$ cat src/rtl/ptm_pkg.sv
package ptm_pkg;

    typedef enum logic [2:0] {
        MODE_CYCLIC  = 3'd0,
        MODE_FIXED   = 3'd1,
        MODE_CRLF    = 3'd2,
        MODE_TOPBIT  = 3'd3,
        MODE_PERSIST = 3'd4
    } ptm_mode_e;

    localparam logic [7:0] BYTE_CR = 8'h0D;
    localparam logic [7:0] BYTE_LF = 8'h0A;

    function automatic ptm_mode_e ptm_decode(input logic [2:0] code);
        case (code)
            3'd1:    return MODE_FIXED;
            3'd2:    return MODE_CRLF;
            3'd3:    return MODE_TOPBIT;
            3'd4:    return MODE_PERSIST;
            default: return MODE_CYCLIC;
        endcase
    endfunction

endpackage

$ cat src/rtl/ptm_framer.sv
module ptm_framer
    import ptm_pkg::*;
#(
    parameter int MAX_LEN  = 64,
    parameter int CRLF_LEN = 64,
    parameter int TOP_LEN  = 16,
    localparam int POS_W   = $clog2(MAX_LEN),
    localparam int LEN_W   = $clog2(MAX_LEN + 1)
) (
    input  logic             clk,
    input  logic             rst_n,
    input  ptm_mode_e        mode,
    input  logic [LEN_W-1:0] len_eff,
    input  logic             in_valid,
    input  logic [7:0]       in_byte,
    output logic             take,
    output logic [POS_W-1:0] pos,
    output logic             last,
    output logic             bad,
    output logic             abort
);

    typedef struct packed {
        logic [POS_W-1:0] pos;
        logic             locked;
        logic             prev_cr;
    } fr_state_t;

    fr_state_t fr_q, fr_d;
    logic      pair_end;

    always_comb begin
        fr_d     = fr_q;
        take     = 1'b0;
        last     = 1'b0;
        bad      = 1'b0;
        abort    = 1'b0;
        pos      = fr_q.pos;
        pair_end = fr_q.prev_cr && (in_byte == BYTE_LF);
        if (in_valid) begin
            fr_d.prev_cr = (in_byte == BYTE_CR);
            case (mode)
                MODE_CRLF: begin
                    if (!fr_q.locked) begin
                        if (pair_end) begin
                            fr_d.locked = 1'b1;
                            fr_d.pos    = '0;
                        end
                    end else begin
                        take     = 1'b1;
                        last     = pair_end || (fr_q.pos == POS_W'(CRLF_LEN - 1));
                        bad      = last && !(pair_end && (fr_q.pos == POS_W'(CRLF_LEN - 1)));
                        fr_d.pos = last ? '0 : fr_q.pos + POS_W'(1);
                    end
                end
                MODE_TOPBIT: begin
                    if (in_byte[7]) begin
                        take        = 1'b1;
                        pos         = '0;
                        abort       = fr_q.locked && (fr_q.pos != '0);
                        fr_d.locked = 1'b1;
                        fr_d.pos    = POS_W'(1);
                    end else if (fr_q.locked) begin
                        take     = 1'b1;
                        last     = (fr_q.pos == POS_W'(TOP_LEN - 1));
                        fr_d.pos = last ? '0 : fr_q.pos + POS_W'(1);
                    end
                end
                default: begin
                    take     = 1'b1;
                    last     = (LEN_W'(fr_q.pos) == len_eff - LEN_W'(1));
                    fr_d.pos = last ? '0 : fr_q.pos + POS_W'(1);
                end
            endcase
        end
    end

    always_ff @(posedge clk) begin
        if (!rst_n) fr_q <= '0;
        else        fr_q <= fr_d;
    end

    // a byte of a fixed-length trace never lands beyond the programmed length
    p_pos_bound_r1: assert property (@(posedge clk) disable iff (!rst_n)
        (take && (mode == MODE_CYCLIC || mode == MODE_FIXED || mode == MODE_PERSIST))
            |-> (LEN_W'(pos) < len_eff));

    // the top-bit frame never grows past its fixed size
    p_topbit_bound_r5: assert property (@(posedge clk) disable iff (!rst_n)
        (take && mode == MODE_TOPBIT) |-> (fr_q.pos < POS_W'(TOP_LEN)));

endmodule

$ cat src/rtl/ptm_store.sv
module ptm_store #(
    parameter int DEPTH = 64,
    parameter int AW    = 6
) (
    input  logic             clk,
    input  logic             ref_we,
    input  logic [AW-1:0]    ref_addr,
    input  logic [7:0]       ref_wdata,
    input  logic             wr_en,
    input  logic             wr_bank,
    input  logic [AW-1:0]    wr_addr,
    input  logic [7:0]       wr_data,
    input  logic [AW-1:0]    cmp_addr,
    output logic [7:0]       ref_rdata,
    output logic [1:0][7:0]  bank_rdata,
    input  logic             host_bank,
    input  logic [AW-1:0]    host_addr,
    output logic [7:0]       host_rdata
);

    logic [7:0]      ref_mem [DEPTH];
    logic [1:0][7:0] host_word;

    always_ff @(posedge clk) begin
        if (ref_we) ref_mem[ref_addr] <= ref_wdata;
    end

    assign ref_rdata = ref_mem[cmp_addr];

    for (genvar b = 0; b < 2; b++) begin : g_bank
        logic [7:0] mem [DEPTH];
        always_ff @(posedge clk) begin
            if (wr_en && (wr_bank == 1'(b))) mem[wr_addr] <= wr_data;
        end
        assign bank_rdata[b] = mem[cmp_addr];
        assign host_word[b]  = mem[host_addr];
    end

    assign host_rdata = host_word[host_bank];

endmodule

$ cat src/rtl/path_trace_monitor.sv
module path_trace_monitor
    import ptm_pkg::*;
#(
    parameter int MAX_LEN  = 64,
    parameter int CRLF_LEN = 64,
    parameter int TOP_LEN  = 16,
    parameter int THR_W    = 3,
    localparam int POS_W   = $clog2(MAX_LEN),
    localparam int LEN_W   = $clog2(MAX_LEN + 1)
) (
    input  logic             clk,
    input  logic             rst_n,
    input  logic [2:0]       cfg_mode,
    input  logic [LEN_W-1:0] cfg_len,
    input  logic [THR_W-1:0] cfg_persist,
    input  logic             in_valid,
    input  logic [7:0]       in_byte,
    input  logic             ref_we,
    input  logic [POS_W-1:0] ref_addr,
    input  logic [7:0]       ref_wdata,
    input  logic [POS_W-1:0] rd_addr,
    output logic [7:0]       rd_data,
    output logic             trace_end_o,
    output logic             mismatch_o,
    output logic             trace_valid_o
);

    typedef struct packed {
        logic             diff;
        logic             same;
        logic             mism;
        logic             acc_valid;
        logic             sel;
        logic             prev_in_acc;
        logic             have_prev;
        logic [THR_W-1:0] cnt;
        logic             done;
    } ctl_state_t;

    ctl_state_t       st_q, st_d;
    ptm_mode_e        mode;
    logic [LEN_W-1:0] len_eff;
    logic [THR_W-1:0] thr_eff;
    logic             persist;
    logic             take, last, bad, abort;
    logic [POS_W-1:0] pos;
    logic [7:0]       ref_rdata;
    logic [1:0][7:0]  bank_rdata;
    logic [7:0]       acc_byte, cap_byte, cmp_byte, prev_byte;
    logic             diff_now, same_now, accept;
    logic [THR_W-1:0] cnt_next;

    assign mode    = ptm_decode(cfg_mode);
    assign persist = (mode == MODE_PERSIST);
    assign len_eff = (cfg_len == '0) ? LEN_W'(1)
                   : (cfg_len > LEN_W'(MAX_LEN)) ? LEN_W'(MAX_LEN) : cfg_len;
    assign thr_eff = (cfg_persist == '0) ? THR_W'(1) : cfg_persist;

    ptm_framer #(
        .MAX_LEN  (MAX_LEN),
        .CRLF_LEN (CRLF_LEN),
        .TOP_LEN  (TOP_LEN)
    ) u_framer (
        .clk      (clk),
        .rst_n    (rst_n),
        .mode     (mode),
        .len_eff  (len_eff),
        .in_valid (in_valid),
        .in_byte  (in_byte),
        .take     (take),
        .pos      (pos),
        .last     (last),
        .bad      (bad),
        .abort    (abort)
    );

    ptm_store #(
        .DEPTH (MAX_LEN),
        .AW    (POS_W)
    ) u_store (
        .clk        (clk),
        .ref_we     (ref_we),
        .ref_addr   (ref_addr),
        .ref_wdata  (ref_wdata),
        .wr_en      (take),
        .wr_bank    (persist ? ~st_q.sel : st_q.sel),
        .wr_addr    (pos),
        .wr_data    (in_byte),
        .cmp_addr   (pos),
        .ref_rdata  (ref_rdata),
        .bank_rdata (bank_rdata),
        .host_bank  (st_q.sel),
        .host_addr  (rd_addr),
        .host_rdata (rd_data)
    );

    always_comb begin
        acc_byte  = bank_rdata[st_q.sel];
        cap_byte  = bank_rdata[~st_q.sel];
        cmp_byte  = (mode == MODE_CYCLIC || persist) ? acc_byte : ref_rdata;
        prev_byte = st_q.prev_in_acc ? acc_byte : cap_byte;
        diff_now  = ((pos == '0) ? 1'b0 : st_q.diff) | (in_byte != cmp_byte);
        same_now  = ((pos == '0) ? 1'b1 : st_q.same) & (in_byte == prev_byte);
        cnt_next  = (st_q.have_prev && same_now)
                  ? ((st_q.cnt == '1) ? st_q.cnt : st_q.cnt + THR_W'(1))
                  : THR_W'(1);
        accept    = (cnt_next >= thr_eff);

        st_d      = st_q;
        st_d.done = 1'b0;
        if (abort) begin
            st_d.done = 1'b1;
            st_d.mism = 1'b1;
        end
        if (take) begin
            st_d.diff = diff_now;
            st_d.same = same_now;
            if (last) begin
                st_d.done = 1'b1;
                if (persist) begin
                    st_d.cnt       = cnt_next;
                    st_d.have_prev = 1'b1;
                    if (accept) begin
                        st_d.sel         = ~st_q.sel;
                        st_d.prev_in_acc = 1'b1;
                        st_d.acc_valid   = 1'b1;
                        st_d.mism        = 1'b0;
                    end else begin
                        st_d.prev_in_acc = 1'b0;
                        if (st_q.acc_valid) st_d.mism = diff_now;
                    end
                end else begin
                    if (mode != MODE_CYCLIC || st_q.acc_valid) st_d.mism = diff_now | bad;
                    st_d.acc_valid = 1'b1;
                end
            end
        end
    end

    always_ff @(posedge clk) begin
        if (!rst_n) st_q <= '0;
        else        st_q <= st_d;
    end

    assign trace_end_o   = st_q.done;
    assign mismatch_o    = st_q.mism;
    assign trace_valid_o = st_q.acc_valid;

    // the flag moves only together with an end-of-trace pulse
    p_flag_at_end_r7: assert property (@(posedge clk) disable iff (!rst_n)
        !$stable(mismatch_o) |-> trace_end_o);

    // an idle input cycle never produces an end-of-trace pulse
    p_idle_quiet_r10: assert property (@(posedge clk) disable iff (!rst_n)
        !$past(in_valid) |-> !trace_end_o);

    // once a stored trace exists it stays
    p_valid_sticky_r6: assert property (@(posedge clk) disable iff (!rst_n)
        trace_valid_o |=> trace_valid_o);

    // without a stored reference the history-based modes never flag
    p_no_ref_no_flag_r2: assert property (@(posedge clk) disable iff (!rst_n)
        ((mode == MODE_CYCLIC || persist) && !trace_valid_o) |-> !mismatch_o);

endmodule

$ cat config.mk
export PLATFORM = sky130hd
export DESIGN_NAME = path_trace_monitor
export DESIGN_NICKNAME = d
export VERILOG_FILES = /design/src/rtl/ptm_pkg.sv /design/src/rtl/ptm_framer.sv /design/src/rtl/ptm_store.sv /design/src/rtl/path_trace_monitor.sv
export SDC_FILE = /design/constraint.sdc
export NUM_CORES = 2
export LEC_CHECK = 0
export BUFFER_PORTS_ARGS = -buffer_cell sky130_fd_sc_hd__buf_4
export CORE_ASPECT_RATIO = 2
export CORE_UTILIZATION = 55
export DETAILED_ROUTE_END_ITERATION = 10
export PLACE_DENSITY = 0.71
export SYNTH_ARGS = -nofsm -noshare
export SYNTH_HDL_FRONTEND = slang
export SYNTH_SLANG_ARGS = --single-unit
$ cat constraint.sdc
create_clock -name clk -period 5.33 [get_ports clk]
set_input_delay 0.533 -clock clk [delete_from_list [all_inputs] [get_ports clk]]
set_output_delay 0.533 -clock clk [all_outputs]
set_load 0.05 [all_outputs]
**Word-level counts from Yosys, hierarchy flattened**

Memory sizes are Yosys's and may differ from the RTL's.
Index checks and enable logic that the tools add are counted.

- Word-level logic and storage cells: 132
- Bits in registers: 19
- Input bits: 45
- Bits in writable memories: 1,536
- Memories kept: 3
- Output and inout bits: 11

- Order comparisons: 4
- $add $sub $neg: 3
- Muxes and demuxes: 63
- Reduce and logical (&&, ||, !) cells: 23
- Eq/ne operators: 19
- Bitwise gates (word level): 5

Memories:

| name | depth | width | rd ports | clocked after memory_dff | wr ports | RTL line | source |
|---|---|---|---|---|---|---|---|
| u_store.g_bank[0].mem | 64 | 8 | 2 | 0 | 1 | ptm_store.sv:31 | `logic [7:0] mem [DEPTH];` |
| u_store.g_bank[1].mem | 64 | 8 | 2 | 0 | 1 | ptm_store.sv:31 |  |
| u_store.ref_mem | 64 | 8 | 1 | 0 | 1 | ptm_store.sv:21 | `logic [7:0] ref_mem [DEPTH];` |

Operators with widths:

| cell | number |
|---|---|
| $mux 8 | 8 |
| $mux 6 | 10 |
| $mux 1 | 30 |
| $mux 7 | 3 |
| $mux 9 | 2 |
| $eq 8x4->1 const B | 2 |
| $eq 3x2->1 const B | 4 |
| $pmux 3 s4 | 1 |
| $pmux 6 s2 | 1 |
| $reduce_and 3->1 | 4 |
| $eq 3x3->1 const B | 3 |
| $mux 3 | 3 |
| $eq 8x8->1 | 1 |
| $ne 8x8->1 | 1 |
| $eq 6x7->1 | 1 |
| $gt 7x7->1 const B | 1 |
| $logic_and 1x1->1 | 7 |
| $logic_not 7->1 | 1 |
| $sub 7x1->7 const B | 1 |
| $add 6x1->6 const B | 1 |
| $eq 6x4->1 const B | 1 |
| $eq 6x6->1 const B | 1 |
| $logic_not 3->1 | 2 |
| $logic_not 6->1 | 1 |
| other kinds (19) | 27 |

**Logic depth before layout (Yosys ltp)**

An unclocked memory read counts as a cell.

- Depth in word-level cells: 18
- Mapped depth: 26

**Cells and area by module**

Synthesis repeated with hierarchy kept, for this count alone.

- Cell total of the unflattened synthesis: 3,183
- Area total of the unflattened synthesis: 69,349.0 um2

Modules (own cells, without submodules):

| module | area each (um2) | instances | seq. area each (um2) | cells each |
|---|---|---|---|---|
| ptm_store | 67,217.0 | 1 | 46,124.2 | 2,914 |
| path_trace_monitor | 1,241.2 | 1 | 220.2 | 154 |
| ptm_framer | 890.9 | 1 | 160.2 | 115 |

**Least setup slack after synthesis**

OpenSTA, ideal clock, no wires.

- Kind: input-to-reg
- Start point: in in_byte[7]
- End point: reg st_q (netlist bit mismatch_o)
- Cell stages on the path: 25
- Buffers on the path: 6
- Data required time: 5,229 ps
- Path slack: 790 ps
- Setup time: 101 ps
- Arrival: 4,439 ps
- Path through: buf_4 -> and2_1 -> clkbuf_1 -> buf_2 -> nand2_2 -> buf_4 -> buf_4 -> clkbuf_1 -> o22ai_1 -> a211oi_1 -> nand4_1 -> mux2i_1 -> xor2_1 -> a2111oi_1 -> nand4_2 -> nor2_1 -> ha_1 -> nand2b_1 -> a21o_1 -> a211o_1 -> a21oi_1 -> nor2_1 -> o22ai_1 -> nand2_1 -> o41ai_1

- Longest elaborated chain between the ends: 16
- Elaborated cells on any way between the ends: 49
- Those cells by class: order compare: 1; eq/ne: 3; mux: 32; bitwise: 3; reduce/logical: 7; memory: 3

Ends and longest elaborated chain:

| what | RTL line | source |
|---|---|---|
| from (decl) | path_trace_monitor.sv:17 | `input logic [7:0] in_byte,` |
| $mux 6 | ptm_framer.sv:57 | `if (in_byte[7]) begin` |
| $mux 6 | ptm_framer.sv:42 | `case (mode)` |
| $mux 6 | ptm_framer.sv:40 | `if (in_valid) begin` |
| $mem_v2 64x8 | - |  |
| $mux 8, on equally long branches (2 in series) | path_trace_monitor.sv:99, path_trace_monitor.sv:98 |  |
| $mux 8 | path_trace_monitor.sv:101 | `prev_byte = st_q.prev_in_acc ? acc_byte : cap_byte;` |
| $eq 8x8->1 | path_trace_monitor.sv:103 | `same_now = ((pos == '0) ? 1'b1 : st_q.same) & (in_byte == prev_byte);` |
| $and 1x1->1 | path_trace_monitor.sv:103 |  |
| $logic_and 1x1->1 | path_trace_monitor.sv:104 | `cnt_next = (st_q.have_prev && same_now)` |
| $mux 3 | path_trace_monitor.sv:105 | `? ((st_q.cnt == '1) ? st_q.cnt : st_q.cnt + THR_W'(1))` |
| $ge 3x3->1 | path_trace_monitor.sv:107 | `accept = (cnt_next >= thr_eff);` |
| $mux 1 | path_trace_monitor.sv:123 | `if (accept) begin` |
| $mux 2 | path_trace_monitor.sv:120 | `if (persist) begin` |
| $mux 9 | path_trace_monitor.sv:118 | `if (last) begin` |
| $mux 9 * | path_trace_monitor.sv:115 | `if (take) begin` |
| to (signal assigned) | path_trace_monitor.sv:142 | `else st_q <= st_d;` |
| to (decl) | path_trace_monitor.sv:40 | `ctl_state_t st_q, st_d;` |

Every way passes the cells marked *; elsewhere a longest branch is shown, timed or not. The select of a mux whose other input is x is not followed.
A chain may end at the register's enable or synchronous reset.

**Worst setup path in the final report**

- Start point: reg u_framer.fr_q[2] (netlist name)
- End point: reg st_q (netlist bit mismatch_o)

- Longest elaborated chain between the ends: 16
- Elaborated cells on any way between the ends: 50
- Those cells by class: order compare: 1; eq/ne: 5; mux: 30; bitwise: 3; reduce/logical: 8; memory: 3

Ends and longest elaborated chain:

| what | RTL line | source |
|---|---|---|
| from (decl) | ptm_framer.sv:29 | `fr_state_t fr_q, fr_d;` |
| from (signal assigned) | ptm_framer.sv:80 | `else fr_q <= fr_d;` |
| $mux 6 | ptm_framer.sv:57 |  |
| $mux 6 | ptm_framer.sv:42 |  |
| $mux 6 | ptm_framer.sv:40 |  |
| $mem_v2 64x8 | - |  |
| $mux 8, on equally long branches (2 in series) | path_trace_monitor.sv:99, path_trace_monitor.sv:98 |  |
| $mux 8 | path_trace_monitor.sv:101 |  |
| $eq 8x8->1 | path_trace_monitor.sv:103 |  |
| $and 1x1->1 | path_trace_monitor.sv:103 |  |
| $logic_and 1x1->1 | path_trace_monitor.sv:104 |  |
| $mux 3 | path_trace_monitor.sv:105 |  |
| $ge 3x3->1 | path_trace_monitor.sv:107 |  |
| $mux 1 | path_trace_monitor.sv:123 |  |
| $mux 2 | path_trace_monitor.sv:120 |  |
| $mux 9 | path_trace_monitor.sv:118 |  |
| $mux 9 * | path_trace_monitor.sv:115 |  |

Marked as above.

==> metrics.md <==
| Metric | Value |
|---|---|
| Violated checks | setup timing |
| GR peak layer | met2 |
| Fraction of registers with async set/reset | 0% |
| Setup Skew | 34.8 ps |
| IO buf count | 55 |
| Vias/cell | 7.50 |
| WL/cell | 45.0 um |
| Final #Nets | 4749 |
| Delay-heaviest family, CP | compound AO/OA/AOI/OAI gates |
| Final Max Slew Viols | 0 |
| RSZ-0062 raised after global routing | no |
| Yosys reg bits | 1555 |
| Min-Delay Path Class | input port to flop |
| Power per cell area | 320 nW/um2 |
| Num CTS Buffers | 136 |
| Initial antenna violation count | 26 |
| Tmin final | 5350 ps |
| Max stage delay on crit path | 650 ps |
| Final hold slack | 43.6 ps |
| First-pass GRT wire length | 396 mm |
| Clock Latency Late Sink | 810 ps |
| CTS tree | done |
| Post-synth EDFFs | 1536 |
| Core area | 128000 um2 |
| Hold buffer count at cts | 0 |
| Worst endpoint required time | 6010 ps |
| WS Path Type | flop to flop |
| Worst Setup SP | u_framer.fr_q[2]$_SDFFE_PN0P_ |
| Final Power | 26.1 mW |
| Num Clock Sinks | 1555 |
| Fillers | 9181 |
| Area growth syn-to-layout | 14.5% |
| Via count | 48829 |
| Sequential share of the synthesized area | 65.4% |
| Syn Inst Count | 4296 |
| Final WS setup | -22.4 ps |
| Post-DP HPWL | 212 mm |
| GR Layer Usage met2 | 73.5% |
| Detailed Routing Iterations Pass 1 | 6 |
| Height of the die | 510 um |
| Worst hold path startpoint | rst_n |
| Die width | 256 um |
| Fmax | 0.187 GHz |
| Crit start category | flop |
| # rows | 186 |
| Status | finished, violations left |
| Crit path buf inv count | 4 |
| Syn avg cell area | 16.5 um2 |
| Share of layout cells above drive strength 1 | 28.8% |
| Fin crit share | 100% |
| Final setup fails | 1 |
| Yosys warning count | 0 |
| Top FF cell, synth | edfxtp_1 |
| Total Routing Usage GR | 45.1% |
| Final hold violation count | 0 |
| Worst slew margin | 9.50% |
| GR met1 Demand/Resource | 47.8% |
| GRT met3 Usage | 11.2% |
| Max-cap violations | 0 |
| Tightest Pin Transition | 1340 ps |
| Htree depth | 4 |
| Peak supply drop | 0.000367 V |
| Area of the multi-input gates | 22900 um2 |
| Slowest cell on crit path | a21oi_1 |
| CTS root buffer | clkbuf_16 |
| Origin of the critical flop-to-flop path | u_framer.fr_q[2]$_SDFFE_PN0P_ |
| Vias in the first global route | 48446 |
| Cell Area, Synth | 71100 um2 |
| Leakage | 25.7 nW |
| Remaining antenna violation count | 0 |
| Seq. cell area | 46500 um2 |
| WP data arrival | 6030 ps |
| Clock Tree Buf Depth | 3 |
| DRC errors left | 0 |
| Cell chain of the critical path | buf_4, buf_12, nand2b_1, buf_12, buf_4, o22ai_1, a21oi_1, a21oi_1, nor4b_2, xnor2_1, a41o_1, nand4_4, nor2_1, ha_1, nand2b_1, a21o_1, a211o_1, a21oi_1, nor2_1, o22ai_1, nand2_1, o41ai_1 |
| Most frequent cell on the critical path | a21oi_1 |
| Reg clk slew, reported paths | 80 ps |
| # IOs | 56 |
| Crit-path max FO | 12 |
| Worst Setup End Kind | flop |
| Routability cong. | 1.06 |
| Pin count of the biggest net entering global routing | 73 |
| Starting Density | 55.4% |
| Syn Nets | 4349 |
| Initial DRC count | 7223 |
| Synth unique cells | 99 |
| WL final | 293 mm |
| Grt total ovfl | 0 |
| Die area | 131000 um2 |
## stage by stage
stage | setup WS (ps) | std cells | TNS [ps] | utilization, % | instance area [um2]
2_1_floorplan | 790 | 4296 | 0 | - | 71100
3_3_place_gp | -478 | 6242 | -1570 | 59.9 | 76800
3_5_place_dp | -342 | 6242 | -1180 | 59.9 | 76800
4_1_cts | 27.9 | 6485 | 0 | 63.3 | 81200
5_1_grt | 7.92 | 6494 | 0 | 63.5 | 81400
6_report | -22.4 | 6510 | -22.4 | 63.5 | 81400
## final timing paths
check,depth (start not counted),slack (ps),endpoint
max,22,-20,mismatch_o$_SDFF_PN0_
min,2,40,trace_valid_o$_SDFFE_PN0P_
max reg2reg,22,-20,mismatch_o$_SDFF_PN0_
min reg2reg,2,470,st_q[4]$_SDFFE_PN0P_
## sequential cells by signal (all words and copies together), names as in the netlist
signal and flops:
mismatch_o 1, trace_end_o 1, trace_valid_o 1, st_q 8, u_store.ref_mem 512, u_framer.fr_q 8, u_store.g_bank.mem 1024
## layout make-up
cell class,count,share of cell area (%)
sequential,1555,57.1
multi-input combinational,2389,28.2
timing repair buffer,588,6.55
clock buffer,169,4.48
tap,1692,2.60
clock inverter,74,0.876
inverter,26,0.123
antenna,17,0.0523
## cell families after synthesis
family	Yosys count	share of synthesized area, %
flops	1555	65.4
compound gates	850	8.47
mux	808	18.5
simple gates	695	4.57
buf+inv	352	2.55
xor+xnor	28	0.345
fa+ha+maj	8	0.141
## where the power goes
| part | leakage (nW) | internal (mW) | switching, mW | total [mW] |
|---|---|---|---|---|
| Clock | 2.11 | 5.30 | 4.65 | 9.96 |
| Combinational | 9.58 | 0.919 | 1.70 | 2.62 |
| Sequential | 14.0 | 13.5 | 0.0268 | 13.5 |
## Yosys cell counts, types with 53 or more instances
library cell / count / area share, %
o21ai_0: 102 / 0.72
o22ai_1: 134 / 1.2
clkbuf_1: 133 / 0.70
mux2i_1: 288 / 4.1
mux4_2: 391 / 12
nor2_1: 311 / 1.6
buf_2: 72 / 0.51
nand2_1: 144 / 0.76
mux2_2: 128 / 2.0
o221ai_1: 70 / 0.86
edfxtp_1: 1536 / 65
a21oi_1: 137 / 0.96
buf_4: 53 / 0.56
a22oi_1: 77 / 0.81
## cells in the final DEF (no fill, tap or decap), types with 17 or more instances in the layout
master,netlist,final
diode_2,0,17
o32ai_1,21,21
nand3_1,26,26
buf_12,1,69
buf_4,53,510
o21ai_0,102,97
nand2b_1,21,18
nor2_1,311,310
clkinv_1,0,24
o22ai_1,134,133
edfxtp_1,1536,1536
clkbuf_16,0,141
nand2_1,144,141
o22a_1,24,24
a221oi_1,23,22
inv_1,25,23
a21oi_1,137,136
clkbuf_1,133,27
mux2_2,128,128
clkinv_2,0,24
mux2i_1,288,287
o221ai_1,70,70
a2bb2oi_1,40,40
nor2b_1,30,27
o211ai_1,27,27
mux4_2,391,391
nor3_1,45,44
a211oi_1,30,29
a31oi_1,17,17
a22oi_1,77,77
## routing by layer
layer,up-vias,share of wire (%)
li1,18635,-
met1,24634,30
met2,4127,48
met3,1413,10
met4,20,12
met5,-,0.051
## repair_timing
item                                    4_1_cts  5_1_grt
endpoints found under the setup margin        4        4
hold endpoints to repair                      0        0
setup buffers                                 0        8
pin swaps                                     0        3
resized for setup                             6       23
## worst register-to-register path: cells and delay by family, from the launching register on
kind | cells | cell delay [ps]
buffers and inverters | 4 | 900
adders and majority gates | 1 | 230
xor gates and xnor gates | 1 | 190
and+or+nand+nor | 7 | 1320
DFF | 1 | 430
AOI/OAI and AO/OA | 9 | 2160
No activity file was read; power rests on OpenSTA's default activity.
